[src/rtl/stk_pkg.sv]
// Package: shared command type and decode helper for the stack engine.
// Assumes push and pop strobes are single-bit, sampled on the clock edge.
package stk_pkg;

    typedef enum logic [1:0] {
        CMD_IDLE = 2'b00,
        CMD_POP  = 2'b01,
        CMD_PUSH = 2'b10,
        CMD_BOTH = 2'b11
    } stk_cmd_e;

    // Packs the two strobes into a command code.
    function automatic stk_cmd_e stk_decode(input logic push, input logic pop);
        return stk_cmd_e'({push, pop});
    endfunction

endpackage

[src/rtl/stk_guard.sv]
// Module: stk_guard
// Decides whether the command of this cycle may proceed, based on the
// pointer bounds. Purely combinational.
// Assumes: EMPTY_PTR > FULL_PTR and the pointer is kept within them.
module stk_guard
    import stk_pkg::*;
#(
    parameter int ADDR_W = 16,
    parameter logic [ADDR_W-1:0] EMPTY_PTR = 16'h4000,
    parameter logic [ADDR_W-1:0] FULL_PTR  = 16'h3F00
) (
    input  logic              push_i,
    input  logic              pop_i,
    input  logic [ADDR_W-1:0] sp_i,
    output logic              push_ok_o,
    output logic              pop_ok_o,
    output logic              fail_o
);

    stk_cmd_e cmd;
    logic     at_empty;
    logic     at_full;

    assign cmd      = stk_decode(push_i, pop_i);
    assign at_empty = (sp_i == EMPTY_PTR);
    assign at_full  = (sp_i == FULL_PTR);

    // Grants or refuses the command from the bound flags.
    always_comb begin
        push_ok_o = 1'b0;
        pop_ok_o  = 1'b0;
        fail_o    = 1'b0;
        unique case (cmd)
            CMD_PUSH: begin
                push_ok_o = !at_full;
                fail_o    = at_full;
            end
            CMD_POP: begin
                pop_ok_o = !at_empty;
                fail_o   = at_empty;
            end
            CMD_BOTH: fail_o = 1'b1;
            default:  fail_o = 1'b0;
        endcase
    end

endmodule

[src/rtl/stk_ptr.sv]
// Module: stk_ptr
// Holds the stack pointer: lower by one on a granted push, raise by one on a
// granted pop, otherwise hold. Reset loads the empty value.
// Assumes: at most one of push_ok_i / pop_ok_i is high in a cycle.
module stk_ptr #(
    parameter int ADDR_W = 16,
    parameter logic [ADDR_W-1:0] EMPTY_PTR = 16'h4000,
    parameter logic [ADDR_W-1:0] FULL_PTR  = 16'h3F00
) (
    input  logic              clk,
    input  logic              rst_n,
    input  logic              push_ok_i,
    input  logic              pop_ok_i,
    output logic [ADDR_W-1:0] sp_o,
    output logic [ADDR_W-1:0] sp_dec_o
);

    logic [ADDR_W-1:0] sp_q;

    assign sp_o     = sp_q;
    assign sp_dec_o = sp_q - 1'b1;

    // Pointer register update.
    always_ff @(posedge clk) begin
        if (!rst_n)         sp_q <= EMPTY_PTR;
        else if (push_ok_i) sp_q <= sp_dec_o;
        else if (pop_ok_i)  sp_q <= sp_q + 1'b1;
    end


    sp_bound_chk: assert property (@(posedge clk) disable iff (!rst_n)
        (sp_q >= FULL_PTR) && (sp_q <= EMPTY_PTR));


    sp_reset_chk: assert property (@(posedge clk)
        !rst_n |=> (sp_q == EMPTY_PTR));

endmodule

[src/rtl/stk_mem.sv]
// Module: stk_mem
// Word store for the stack. One synchronous write port and one
// combinational read port, both indexed by the low address bits.
// Assumes: the region base is aligned to DEPTH, so the low bits map the
// region one-to-one onto the slots.
module stk_mem #(
    parameter int DATA_W = 16,
    parameter int ADDR_W = 16,
    parameter int DEPTH  = 256,
    parameter logic [ADDR_W-1:0] FULL_PTR  = 16'h3F00,
    parameter logic [ADDR_W-1:0] EMPTY_PTR = 16'h4000
) (
    input  logic              clk,
    input  logic              rst_n,
    input  logic              we_i,
    input  logic [ADDR_W-1:0] waddr_i,
    input  logic [DATA_W-1:0] wdata_i,
    input  logic [ADDR_W-1:0] raddr_i,
    output logic [DATA_W-1:0] rdata_o
);

    localparam int IDX_W = $clog2(DEPTH);

    logic [DATA_W-1:0] slots [DEPTH];
    logic [IDX_W-1:0]  widx;
    logic [IDX_W-1:0]  ridx;

    assign widx    = waddr_i[IDX_W-1:0];
    assign ridx    = raddr_i[IDX_W-1:0];
    assign rdata_o = slots[ridx];

    // Store the pushed word.
    always_ff @(posedge clk) begin
        if (we_i) slots[widx] <= wdata_i;
    end


    wr_region_chk: assert property (@(posedge clk) disable iff (!rst_n)
        we_i |-> (waddr_i >= FULL_PTR) && (waddr_i < EMPTY_PTR));

endmodule

[src/rtl/bounded_stack.sv]
// Module: bounded_stack (top)
// Full-descending stack with fixed bounds and a registered pass/fail
// response. A refused command changes neither pointer nor store.
// Assumes: commands are one-cycle strobes; the response appears next cycle.
module bounded_stack #(
    parameter int DATA_W    = 16,
    parameter int ADDR_W    = 16,
    parameter int DEPTH     = 256,
    parameter int EMPTY_PTR = 'h4000
) (
    input  logic              clk,
    input  logic              rst_n,
    input  logic              push_i,
    input  logic              pop_i,
    input  logic [DATA_W-1:0] data_i,
    output logic [DATA_W-1:0] data_o,
    output logic              err_o,
    output logic              resp_valid_o,
    output logic [ADDR_W-1:0] sp_o
);

    localparam logic [ADDR_W-1:0] EMPTY_V = ADDR_W'(EMPTY_PTR);
    localparam logic [ADDR_W-1:0] FULL_V  = ADDR_W'(EMPTY_PTR - DEPTH);

    logic              push_ok;
    logic              pop_ok;
    logic              fail;
    logic [ADDR_W-1:0] sp;
    logic [ADDR_W-1:0] sp_dec;
    logic [DATA_W-1:0] rdata;
    logic              valid_q;
    logic              err_q;
    logic [DATA_W-1:0] dout_q;

    stk_guard #(.ADDR_W(ADDR_W), .EMPTY_PTR(EMPTY_V), .FULL_PTR(FULL_V)) u_guard (
        .push_i   (push_i),
        .pop_i    (pop_i),
        .sp_i     (sp),
        .push_ok_o(push_ok),
        .pop_ok_o (pop_ok),
        .fail_o   (fail)
    );

    stk_ptr #(.ADDR_W(ADDR_W), .EMPTY_PTR(EMPTY_V), .FULL_PTR(FULL_V)) u_ptr (
        .clk      (clk),
        .rst_n    (rst_n),
        .push_ok_i(push_ok),
        .pop_ok_i (pop_ok),
        .sp_o     (sp),
        .sp_dec_o (sp_dec)
    );

    stk_mem #(.DATA_W(DATA_W), .ADDR_W(ADDR_W), .DEPTH(DEPTH),
              .FULL_PTR(FULL_V), .EMPTY_PTR(EMPTY_V)) u_mem (
        .clk    (clk),
        .rst_n  (rst_n),
        .we_i   (push_ok),
        .waddr_i(sp_dec),
        .wdata_i(data_i),
        .raddr_i(sp),
        .rdata_o(rdata)
    );

    // Registered response: valid strobe, status and popped word.
    always_ff @(posedge clk) begin
        if (!rst_n) begin
            valid_q <= 1'b0;
            err_q   <= 1'b0;
            dout_q  <= '0;
        end else begin
            valid_q <= push_i | pop_i;
            if (push_i | pop_i) begin
                err_q  <= fail;
                dout_q <= pop_ok ? rdata : '0;
            end
        end
    end

    assign data_o       = dout_q;
    assign err_o        = err_q;
    assign resp_valid_o = valid_q;
    assign sp_o         = sp;


    fail_hold_chk: assert property (@(posedge clk) disable iff (!rst_n)
        (resp_valid_o && err_o) |-> ($stable(sp_o) && (data_o == '0)));


    dual_cmd_chk: assert property (@(posedge clk) disable iff (!rst_n)
        (push_i && pop_i) |=> (resp_valid_o && err_o));


    push_step_chk: assert property (@(posedge clk) disable iff (!rst_n)
        (push_i && !pop_i && sp_o != FULL_V) |=> (sp_o == $past(sp_o) - 1'b1) && !err_o);


    pop_step_chk: assert property (@(posedge clk) disable iff (!rst_n)
        (pop_i && !push_i && sp_o != EMPTY_V) |=> (sp_o == $past(sp_o) + 1'b1) && !err_o);


    idle_quiet_chk: assert property (@(posedge clk) disable iff (!rst_n)
        (!push_i && !pop_i) |=> (!resp_valid_o && $stable(err_o) && $stable(data_o)));

endmodule

[config.mk]
export PLATFORM = sky130hd
export DESIGN_NAME = bounded_stack
export DESIGN_NICKNAME = d
export VERILOG_FILES = /design/src/rtl/stk_pkg.sv /design/src/rtl/stk_guard.sv /design/src/rtl/stk_ptr.sv /design/src/rtl/stk_mem.sv /design/src/rtl/bounded_stack.sv
export SDC_FILE = /design/constraint.sdc
export NUM_CORES = 2
export LEC_CHECK = 0
export ABC_AREA = 1
export BUFFER_PORTS_ARGS = -buffer_cell sky130_fd_sc_hd__buf_2
export CORE_MARGIN = 2
export CORE_UTILIZATION = 33
export CTS_CLUSTER_DIAMETER = 30
export DETAILED_ROUTE_END_ITERATION = 10
export HOLD_SLACK_MARGIN = 0.03
export SYNTH_ARGS = -nofsm -noshare
export SYNTH_HDL_FRONTEND = slang
export SYNTH_SLANG_ARGS = --single-unit
[constraint.sdc]
create_clock -name clk -period 2.7 [get_ports clk]
set_input_delay 0 -clock clk [delete_from_list [all_inputs] [get_ports clk]]
set_output_delay 0 -clock clk [all_outputs]
set_load 0.01 [all_outputs]
==> out/results.txt <==
Status - finished, violations left
Violated checks - setup timing
Most common cell after layout, fill and taps aside - nand2_1
Die Area - 0.5094 mm2
Number of endpoints failing setup at the final stage - 8
Max Cap Viol - 0
Total Power - 187900 uW
IO Pins - 54
Worst EP required - 3.72 ns
Ys Warns - 0
Post-route DRC - 0
Via Count - 114600
Hold Startpoint - data_i[5]
Yosys reg bits - 4138
Initial drt markers - 14330
Antenna-violating nets left - 0
Die Span Y - 713.7 um
Mapped Cells - 13780
Seq/Total Area, Yosys - 0.7450
Setup crit end kind - register
Hold Path End - u_mem.slots[106][5]$_DFFE_PP_
Pwr Density - 882.8 mW/mm2
Wirelength per Cell - 23.51 um
Leak pwr - 0.07562 uW
Worst-skew pair later-pin latency - 1.09 ns
Initial antenna violation count - 16
Root Driver - clkbuf_16
Starting Density - 0.3314
Core ar. - 0.5016 mm2
GRT Util Overall - 0.1960
Final HPWL DP - 305.6 mm
CTS clk-pin slew, worst paths - 0.05 ns
Fillers - 45090
Maximum clock rate - 361.0 MHz
Largest net degree at the start of global routing - 93
H-tree level count - 6
Clock tree sinks - 4138
Leading post-synthesis cells by cell area - edfxtp_1 74%, nand3_1 12%, nand2_1 9.5%
Nets@finish - 14780
Overflow after GRT - 0
Largest area contributor in the netlist - edfxtp_1
CP Launch Type - register
Slew HR - 0.2580
WL final - 518.6 mm
Crit path max fanout - 19
CTS tree - done
Fin crit share - 1.026
Final Max Slew Viols - 0
R2r setup slk - -0.07 ns
Worst Skew - 0.06824 ns
Cell Rows - 260
Post-route cell area - 0.2128 mm2
Setup repair after global routing missed its margin - true
Fin crit period - 2.770 ns
Hold WC Path Type - in2reg
Chip width - 713.7 um
Hold Path Depth - 2
Fraction of registers with async set/reset - 0
Netlist cell types - 38
Inst Count DP - 20630
Setup TNS - -0.3230 ns
Area share of the largest cell type after synthesis - 0.7400
Most frequent cells in the layout - 4177 x nand2_1, 4096 x edfxtp_1, 3951 x nand3_1
Non-filler cells, final - 22060
Placer Congestion - 0.8732
Post-synth EDFFs - 4096
DR pass1 iterations - 6
Reg2Reg Depth - 14
Arr. time, crit path - 3.79 ns
Vias per inst - 5.192
Layout area overhead - 28.03%
Post-synth top flop - edfxtp_1
Port Buffer Count - 53
Syn_area_per_cell - 12.06 um2
Final hold violation count - 0
Syn_nets - 13810
Mapped Area - 0.1662 mm2
CP Class - reg2reg
Clock Path Buffers - 4
First-pass GRT wire length - 750.4 mm
Vias in the first global route - 110100
CTS buffer count - 727
Max rail drop VDD - 682.6 uV
Hold slack - 0.04965 ns
Share of cells above drive strength 1 - 0.1727
Final worst slack - -0.07001 ns
Placed cell areas - 0.1849 mm2
Worst-Margin Slew - 1.109 ns
FF-to-FF End - data_o[14]$_SDFFE_PN0P_
## Yosys cell counts, types with 3 or more instances
library cell and instances:
a21oi_1 11, a31oi_1 3, buf_1 139, buf_2 415, buf_4 3, buf_6 9
clkbuf_1 375, dfxtp_1 42, edfxtp_1 4096, ha_1 6, inv_1 30, inv_2 9
nand2_1 4198, nand2_2 5, nand2_4 9, nand3_1 4087, nand4_1 3, nor2_1 270
nor2_2 12, nor2_4 7, nor2_8 4, nor3_1 9, o21ai_0 13, o21ai_1 4
xor2_1 5
## routing by layer
metal / up-vias / track usage / part of all wire
li1: 51560 / - / -
met1: 56430 / 0.2639 / 0.40
met2: 5620 / 0.3137 / 0.47
met3: 938 / 0.03411 / 0.090
met4: 8 / 0.08182 / 0.042
met5: - / 0 / 0.00010
## how the worst max path moves through the flow
stage	from	end	slack, ns	cells after the start
finish	register	data_o[14]$_SDFFE_PN0P_	-0.07	14
global route	register	data_o[14]$_SDFFE_PN0P_	-0.09	14
CTS	register	data_o[12]$_SDFFE_PN0P_	-0.04	14
detailed placement	register	data_o[12]$_SDFFE_PN0P_	-0.25	14
global placement	register	data_o[12]$_SDFFE_PN0P_	-0.31	14
floorplan	u_ptr.sp_o[0]$_SDFFE_PN0N_	u_mem.slots[10][0]$_DFFE_PP_	-0.19	10
## final cells by class
type	count	area, um2	area share
tap	6681	8359	0.03928
timing repair buffer	1184	15820	0.07435
sequential	4138	123900	0.5820
antenna	6	15.01	0.00007055
clock buffer	802	18620	0.08750
clock inverter	549	6584	0.03094
inverter	43	221.5	0.001041
multi-input combinational	8659	39320	0.1848
## cells by family after synthesis
family          count (synthesis)  share of synthesized area
compound gates                 36                   0.001212
xor+xnor                        9                  0.0006775
buf+inv                       984                    0.02585
flops                        4138                     0.7450
simple gates                 8608                     0.2268
fa+ha+maj                       6                  0.0004516
## state kept, by name, summed over array words and instances, names as in the netlist, named ones only
signal / cells
data_o: 16
err_o: 1
resp_valid_o: 1
u_mem.slots: 4096
u_ptr.sp_o: 16
## metrics by stage
stage / util / setup WS (ns)
after CTS: 0.4221 / -0.03853
after floorplan: - / -0.1944
after global routing: 0.4242 / -0.09187
final: 0.4242 / -0.07001
after detailed placement: 0.3686 / -0.2488
after global placement: 0.3686 / -0.3056
## repair_timing
item	in CTS	in global routing
buffers inserted	8	7
resized for setup	113	184
gates cloned	16	8
pin swaps	1	7
endpoints found under the hold margin	4138	0
endpoints found under the setup margin	32	1427
hold buffers	39	0
## where the power goes
group | internal [uW] | switching (uW)
logic | 7330 | 16200
clock network | 59900 | 33300
registers | 71000 | 158
total | 138000 | 49700
## critical path, stage by stage (launching register included)
cell	delay (ns)
dfxtp_4	0.48
buf_16	0.25
buf_16	0.19
buf_16	0.18
bufbuf_16	0.33
nand2_1	0.07
nand3_1	0.09
nand3_1	0.08
nand3_1	0.08
nand3_1	0.13
nand3_2	0.18
nand3_1	0.23
nand3_1	0.17
nand3_1	0.12
nand2_1	0.07
Note: power is estimated with default switching activity, not from simulation.
